===== config.mk =====
export PLATFORM = sky130hd
export DESIGN_NAME = regkey_guard
export DESIGN_NICKNAME = d
export VERILOG_FILES = /design/src/rtl/regkey_pkg.sv /design/src/rtl/regkey_match.sv /design/src/rtl/regkey_main_fsm.sv /design/src/rtl/regkey_opt_fsm.sv /design/src/rtl/regkey_guard.sv
export SDC_FILE = /design/constraint.sdc
export NUM_CORES = 1
export LEC_CHECK = 0
export CORE_ASPECT_RATIO = 0.8
export CORE_MARGIN = 4
export CORE_UTILIZATION = 24
export CTS_CLUSTER_SIZE = 30
export DETAILED_ROUTE_END_ITERATION = 12
export GPL_TIMING_DRIVEN = 0
export PLACE_DENSITY = 0.95
export RECOVER_POWER = 25
export SYNTH_ARGS = -nofsm -noshare
export SYNTH_HDL_FRONTEND = slang
export SYNTH_HIERARCHICAL = 1
export SYNTH_SLANG_ARGS = --single-unit

===== constraint.sdc =====
create_clock -name clk -period 3.57 [get_ports clk]
set_clock_uncertainty 0.15 [all_clocks]
set_input_delay 0.714 -clock clk [delete_from_list [all_inputs] [get_ports clk]]
set_output_delay 0.714 -clock clk [all_outputs]
set_load 0.05 [all_outputs]

===== src/rtl/regkey_pkg.sv =====
package regkey_pkg;

    typedef enum logic [1:0] {
        MS_SEALED = 2'd0,
        MS_HALF   = 2'd1,
        MS_OPEN   = 2'd2,
        MS_BARRED = 2'd3
    } main_st_t;

    typedef enum logic [1:0] {
        OS_OFF  = 2'd0,
        OS_HALF = 2'd1,
        OS_ON   = 2'd2
    } opt_st_t;

    localparam int CTL_RELOCK_BIT = 0;
    localparam int CTL_OPTEN_BIT  = 1;
    localparam int CTL_RELOAD_BIT = 2;

    localparam logic [1:0] RSEL_KEY    = 2'd0;
    localparam logic [1:0] RSEL_OPTKEY = 2'd1;
    localparam logic [1:0] RSEL_STATUS = 2'd2;

endpackage


===== src/rtl/regkey_match.sv =====
module regkey_match #(
    parameter int               DATA_W = 32,
    parameter logic [DATA_W-1:0] KEY_FIRST  = 32'h4567_0123,
    parameter logic [DATA_W-1:0] KEY_SECOND = 32'hCDEF_89AB
) (
    input  logic [DATA_W-1:0] word,
    output logic              is_first,
    output logic              is_second
);
    always_comb begin
        is_first  = (word == KEY_FIRST);
        is_second = (word == KEY_SECOND);
    end
endmodule


===== src/rtl/regkey_main_fsm.sv =====
module regkey_main_fsm
    import regkey_pkg::*;
(
    input  logic clk,
    input  logic rst_n,
    input  logic wr,
    input  logic is_first,
    input  logic is_second,
    input  logic relock_req,
    output logic open_now,
    output logic open_next,
    output logic barred,
    output logic err
);
    main_st_t state_q, state_d;
    logic     err_d, err_q;

    always_ff @(posedge clk or negedge rst_n) begin
        if (!rst_n) begin
            state_q <= MS_SEALED;
            err_q   <= 1'b0;
        end else begin
            state_q <= state_d;
            err_q   <= err_d;
        end
    end

    always_comb begin
        state_d = state_q;
        err_d   = 1'b0;
        unique case (state_q)
            MS_SEALED: begin
                if (wr) begin
                    if (is_first) begin
                        state_d = MS_HALF;
                    end else begin
                        state_d = MS_BARRED;
                        err_d   = 1'b1;
                    end
                end
            end
            MS_HALF: begin
                if (wr) begin
                    if (is_second) begin
                        state_d = MS_OPEN;
                    end else begin
                        state_d = MS_BARRED;
                        err_d   = 1'b1;
                    end
                end
            end
            MS_OPEN: begin
                if (wr) begin
                    state_d = MS_BARRED;
                    err_d   = 1'b1;
                end else if (relock_req) begin
                    state_d = MS_SEALED;
                end
            end
            MS_BARRED: begin
                if (wr) begin
                    err_d = 1'b1;
                end
            end
            default: begin
                state_d = MS_BARRED;
            end
        endcase
    end

    always_comb begin
        open_now  = (state_q == MS_OPEN);
        open_next = (state_d == MS_OPEN);
        barred    = (state_q == MS_BARRED);
        err       = err_q;
    end
endmodule


===== src/rtl/regkey_opt_fsm.sv =====
module regkey_opt_fsm
    import regkey_pkg::*;
(
    input  logic clk,
    input  logic rst_n,
    input  logic wr,
    input  logic is_first,
    input  logic is_second,
    input  logic main_open_now,
    input  logic main_open_next,
    input  logic clear_req,
    output logic enable,
    output logic err
);
    opt_st_t state_q, state_d;
    logic    err_d, err_q;

    always_ff @(posedge clk or negedge rst_n) begin
        if (!rst_n) begin
            state_q <= OS_OFF;
            err_q   <= 1'b0;
        end else begin
            state_q <= state_d;
            err_q   <= err_d;
        end
    end

    always_comb begin
        state_d = state_q;
        err_d   = 1'b0;
        if (!main_open_now || !main_open_next) begin
            state_d = OS_OFF;
        end else if (clear_req) begin
            state_d = OS_OFF;
        end else begin
            unique case (state_q)
                OS_OFF: begin
                    if (wr) begin
                        if (is_first) begin
                            state_d = OS_HALF;
                        end else begin
                            err_d = 1'b1;
                        end
                    end
                end
                OS_HALF: begin
                    if (wr) begin
                        if (is_second) begin
                            state_d = OS_ON;
                        end else begin
                            state_d = OS_OFF;
                            err_d   = 1'b1;
                        end
                    end
                end
                OS_ON: begin
                    if (wr) begin
                        err_d = 1'b1;
                    end
                end
                default: begin
                    state_d = OS_OFF;
                end
            endcase
        end
    end

    always_comb begin
        enable = (state_q == OS_ON);
        err    = err_q;
    end
endmodule


===== src/rtl/regkey_guard.sv =====
module regkey_guard
    import regkey_pkg::*;
#(
    parameter int                DATA_W     = 32,
    parameter logic [DATA_W-1:0] KEY_FIRST  = 32'h4567_0123,
    parameter logic [DATA_W-1:0] KEY_SECOND = 32'hCDEF_89AB
) (
    input  logic              clk,
    input  logic              rst_n,
    input  logic              key_wr,
    input  logic [DATA_W-1:0] key_wdata,
    input  logic              optkey_wr,
    input  logic [DATA_W-1:0] optkey_wdata,
    input  logic              ctl_wr,
    input  logic [DATA_W-1:0] ctl_wdata,
    input  logic [1:0]        rd_sel,
    output logic [DATA_W-1:0] rd_data,
    output logic              locked,
    output logic              opt_wen,
    output logic              bus_err,
    output logic              ctl_grant,
    output logic              reload_req
);
    localparam int NPORT = 2;

    logic [DATA_W-1:0] port_word [NPORT];
    logic [NPORT-1:0]  hit_first;
    logic [NPORT-1:0]  hit_second;

    assign port_word[0] = key_wdata;
    assign port_word[1] = optkey_wdata;

    for (genvar p = 0; p < NPORT; p++) begin : g_match
        regkey_match #(
            .DATA_W    (DATA_W),
            .KEY_FIRST (KEY_FIRST),
            .KEY_SECOND(KEY_SECOND)
        ) u_match (
            .word     (port_word[p]),
            .is_first (hit_first[p]),
            .is_second(hit_second[p])
        );
    end

    logic open_now, open_next, lockout, main_err, opt_err, opt_en;
    logic relock_req, clear_req;

    always_comb begin
        relock_req = ctl_wr && ctl_wdata[CTL_RELOCK_BIT];
        clear_req  = ctl_wr && open_now && !ctl_wdata[CTL_OPTEN_BIT];
    end

    regkey_main_fsm u_main (
        .clk       (clk),
        .rst_n     (rst_n),
        .wr        (key_wr),
        .is_first  (hit_first[0]),
        .is_second (hit_second[0]),
        .relock_req(relock_req),
        .open_now  (open_now),
        .open_next (open_next),
        .barred    (lockout),
        .err       (main_err)
    );

    regkey_opt_fsm u_opt (
        .clk           (clk),
        .rst_n         (rst_n),
        .wr            (optkey_wr),
        .is_first      (hit_first[1]),
        .is_second     (hit_second[1]),
        .main_open_now (open_now),
        .main_open_next(open_next),
        .clear_req     (clear_req),
        .enable        (opt_en),
        .err           (opt_err)
    );

    always_comb begin
        locked     = !open_now;
        opt_wen    = opt_en;
        bus_err    = main_err || opt_err;
        ctl_grant  = ctl_wr && open_now;
        reload_req = ctl_wr && ctl_wdata[CTL_RELOAD_BIT];
        rd_data    = '0;
        if (rd_sel == RSEL_STATUS) begin
            rd_data[0] = !open_now;
            rd_data[1] = opt_en;
            rd_data[2] = lockout;
        end
    end
endmodule


; ---- Yosys cells after proc, flatten, opt, wreduce, memory -nomap -nowiden
; Cells that the tools add are included.
[totals]
reg_bits = 6
inputBits = 103
out_inout_bits = 37
word_cells = 61
[op_classes]
n_eq_ne = 15
muxes = 29
n_reduce_logical = 13
[ops]
columns = cell, n
row1 = "32-bit by 31-bit == test with 1-bit output, second input constant", 2
row2 = "32-bit == test, second input constant", 2
row3 = 2-bit two-way mux, 11
row4 = 1-bit two-way mux, 13
row5 = "4-bit by 3-bit inequality test with 1-bit output, second input constant", 3
row6 = 2-bit one-hot mux with 3 select lines, 2
row7 = "2-bit == test, second input constant", 5
row8 = 1-bit one-hot mux with 3 select lines, 2
row9 = "2-bit by 1-bit == test with 1-bit output, second input constant", 2
row10 = 1-bit logical AND, 4
row11 = 2-bit zero test, 2
row12 = 4-bit AND reduction, 1
row13 = 1-bit zero test, 3
row14 = 3-bit two-way mux, 1
row15 = "3-bit by 1-bit inequality test with 1-bit output, second input constant", 1
row16 = 1-bit logical OR, 2
row17 = 2-bit OR reduction, 1

; ---- Depth between registers and ports, before layout
[depth]
word_depth = 9
ltp_mapped = 6
depth_no_buf = 6

; ---- By module
; Netlist, hierarchy kept.
[by_module_without_submodules]
columns = module, instances, cells_each, area_each_um2, seq_area_each_um2
row1 = regkey_guard, 1, 39, 286.5, 0.0
row2 = regkey_match, 2, 15, 117.6, 0.0
row3 = regkey_opt_fsm, 1, 15, 170.2, 75.1
row4 = regkey_main_fsm, 1, 15, 156.4, 75.1

; ---- Least setup slack after synthesis
; No wires, ideal clock.
[synth_path]
path_type = in2out
startpoint = input port rd_sel[0]
endpoint = output port rd_data[0]
arrival_time_ns = 1.872
t_required_ns = 2.706
setup_slack_ns = 0.834
stages = 1
n_path_buf = 0
path_cell_list = nor3b_1
[synth_via]
elab_chain_cells = 2
[synth_lines]
columns = item, line
row1 = from (decl), regkey_guard.sv:16  ; input logic [1:0] rd_sel,
row2 = 2-bit == test, regkey_guard.sv:86  ; if (rd_sel == RSEL_STATUS) begin
row3 = 3-bit two-way mux, regkey_guard.sv:86
row4 = to (decl), regkey_guard.sv:17  ; output logic [DATA_W-1:0] rd_data,
; Every way passes these cells.

; ---- Final worst setup path
[layout_path]
startpoint = input port rd_sel[1]
endpoint = output port rd_data[0]
; Same word-level chain as after synthesis.

==> out/metrics.csv <==
stage,metric,value,unit
pwr,Internal,0.000244,W
synthesis,mux contribution to synthesized area,0,
floorplanning,# IOs,140,
cells_and_area,Area Overhead vs Synth,119,%
cells_and_area,# fillers,325,
floorplanning,Initial Util,0.248,
cts,hold buffer count at CTS,0,
routing,Initial DRC Count,40,
synthesis,Yosys top cell area share,0.257,
global_routing,antenna violations before repair,0,
timing,"Setup violations, final",0,
routing,Vias/cell,4.06,
floorplanning,core area,0.00342,mm^2
timing,Rel. slew slack,0.648,
routing,via count,1028,
synthesis,adder-cell share of the synthesized area,0,
cells_and_area,post-layout instance count excluding filler cells,253,
cells_and_area,Nets,316,
global_routing,first-pass GRT wire length,4630,um
cells_and_area,final instance area,0.00186,mm^2
synthesis,Yosys reg bits,6,
synthesis,Synth Cell Area,848,um^2
timing,worst hold slack,0.365,ns
pwr,sequential share of power,0.186,
critical_path,CP Class,primary input to output port,
cells_and_area,share of layout cells above drive strength 1,0.194,
floorplanning,Site Rows,19,
critical_path,CP Launch Type,primary input,
cells_and_area,diodes inserted,0,
timing,setup TNS,0,ns
synthesis,ys async rst share,1.00,
place,HPWL after detailed placement,2960,um
global_routing,maximum number of pins on one net before global-route repair,8,
timing,fin crit share,0.864,
synthesis,most used flip-flop cell after synthesis,dfrtp_1,
routing,final WL,3170,um
critical_path,worst reg2reg path endpoint,u_opt/err,
synthesis,Synth area leaders,"buf_4 26%, dfrtp_1 18%, and4bb_1 5.9%, and4b_1 4.7%, nand4_1 4.4%",
hold_path,Hold Path End,u_opt/state_q[0],
routing,ANT nets after route,0,
global_routing,vias in the first global route,1062,
timing,Worst Tran Pin Value,0.527,ns
pwr,Leak,0.850,nW
cts,post_cts resized,0,
floorplanning,die area,0.00456,mm^2
cts,Clock Latency Late Sink,0.22,ns
timing,Final Hold Vio Count,0,
critical_path,critical path capture point type,output port,
routing,post-DR wirelength/cell,12.5,um
cts,clk sinks,6,
cts,# Post-CTS Setup Buffers,0,
synthesis,Synthesis Warnings,6,
pwr,switch share,0.343,
cells_and_area,final design utilization,0.543,
timing,fmax,0.324,GHz
cts,CTS tree,built,
cts,H-tree Lvls,1,
pwr,maximum vdd drop,0.0788,mV
routing,drt first pass iters,4,
hold_path,worst hold-check path type,register to register,
timing,pins over their slew limit,0,
pwr,Gate power share,0.545,
synthesis,unique cell type count in the Yosys netlist,32,
place,Final Wtd Congestion,0.762,
critical_path,critical path arrival,2.22,ns
cts,total CTS buffers,3,
pwr,sw power,0.000127,W
synthesis,largest family of logic cells by synthesized area,simple AND/OR/NAND/NOR gates,
synthesis,"Seq/Total Area, Yosys",0.177,
synthesis,simple-gate share of the synthesized area,0.457,
global_routing,gr usage total,0.135,
critical_path,Reg2Reg Depth,4,
cts,clock slew at reported path FFs,0.04,ns
place,IO Port Bufs,81,
floorplanning,Die H,61.2,um
synthesis,Cells after Synth,99,
pwr,Power Density,200,mW/mm^2
hold_path,hold path start,u_opt/state_q[1],
pwr,clock share of power,0.268,
place,# placed instances,250,
hold_path,Hold Path Depth,1,
critical_path,WP data required,2.71,ns
routing,DRC,0,
floorplanning,Die X,74.5,um
synthesis,Post-Synth XOR/XNOR Area,0,
global_routing,GRT overflow,0,
place,dpl cell area,0.00182,mm^2
synthesis,Syn Area/Cell,8.57,um^2
job,Max-cap violations,0,
synthesis,Synth Area in Compound Gates,0.0914,
critical_path,RR Startpoint,u_main/state_q[0],
cts,Longest Clk Path Bufs,2,
synthesis,Post-synth EDFFs,0,
critical_path,CP max FO,3,
status,outcome,finished clean,
critical_path,r2r setup slk,1.84,ns
timing,crit path time final,3.09,ns
cts,clk root buf,clkbuf_8,
timing,RSZ-0062 raised after global routing,no,
synthesis,post-synth top area cell,buf_4,
-- placed cells by master (no fill, tap or decap), types with 2 or more instances in the layout --
cell / synthesis / final
a21oi_1: 3 / 3
and2_1: 3 / 3
and3b_2: 2 / 2
and4b_1: 4 / 4
and4bb_1: 4 / 4
buf_4: 29 / 29
clkbuf_8: 0 / 3
clkdlybuf4s50_1: 0 / 80
conb_1: 1 / 29
dfrtp_1: 6 / 6
inv_1: 3 / 3
nand2_1: 4 / 4
nand2b_1: 3 / 3
nand4_1: 6 / 6
nor2_1: 2 / 2
nor2b_1: 2 / 2
nor3_1: 2 / 2
nor4_1: 6 / 6
nor4_2: 2 / 2
nor4bb_1: 2 / 2
o21a_1: 2 / 2
-- registers in the layout, indices dropped and copies added, names as in the netlist --
signal / cells
u_opt/err: 1
u_main/state_q: 2
u_opt/state_q: 2
u_main/err: 1
-- per-layer routing --
layer  vias to the layer above  share of wire  global-route usage
li1                        539              -                   -
met1                       458           0.34               0.145
met2                        27           0.60               0.262
met3                         4          0.047              0.0196
met4                         0         0.0092              0.0609
met5                         -              0                   0
-- final cells by class --
type | instances | area, um^2 | share of cell area
sequential | 6 | 150 | 0.0808
inverter | 3 | 11.3 | 0.00606
timing repair buffer | 81 | 811 | 0.436
multi-input combinational | 89 | 574 | 0.309
clock buffer | 3 | 41.3 | 0.0222
buffer | 29 | 218 | 0.117
tap | 42 | 52.6 | 0.0283
-- critical path: stages --
cell	delay, ns
clkdlybuf4s50_1	0.48
nor3b_1	0.18
clkdlybuf4s50_1	0.85
-- worst max path at each step --
| stage | start | end | slack, ns |
|---|---|---|---|
| 2_1_floorplan | rd_sel[0] | rd_data[0] | 0.83 |
| 3_3_place_gp | rd_sel[1] | rd_data[0] | 0.47 |
| 3_5_place_dp | rd_sel[1] | rd_data[0] | 0.48 |
| 4_1_cts | rd_sel[1] | rd_data[0] | 0.46 |
| 5_1_grt | rd_sel[1] | rd_data[0] | 0.39 |
| 6_report | rd_sel[1] | rd_data[0] | 0.48 |
-- synthesized netlist by cell type, types with 3 or more instances --
cell / n
and2_1: 3
buf_4: 29
nor4_1: 6
and4bb_1: 4
inv_1: 3
a21oi_1: 3
nand2_1: 4
nand4_1: 6
dfrtp_1: 6
nand2b_1: 3
and4b_1: 4
-- per-stage QoR --
step	power [W]	setup slack, ns
2_1_floorplan	0.000180	0.834
3_3_place_gp	0.000268	0.471
3_5_place_dp	0.000270	0.479
4_1_cts	0.000373	0.460
5_1_grt	0.000390	0.385
6_report	0.000371	0.485
-- cells by family after synthesis --
family                 count (synthesis)
flip-flops                             6
other                                  1
AND/OR/NAND/NOR                       50
AO/OA/AOI/OAI                         10
buffers and inverters                 32
-- power by group through the flow --
stage | Sequential (W) | Combinational (W) | Clock, W
final | 0.0000691 | 0.000202 | 0.0000996
after global routing | 0.0000691 | 0.000213 | 0.000109
after CTS | 0.0000691 | 0.000201 | 0.000103
after detailed placement | 0.0000699 | 0.000200 | 0
after global placement | 0.0000699 | 0.000198 | 0
after floorplan | 0.0000699 | 0.000110 | 0
Note: power is estimated with default switching activity, not from simulation.
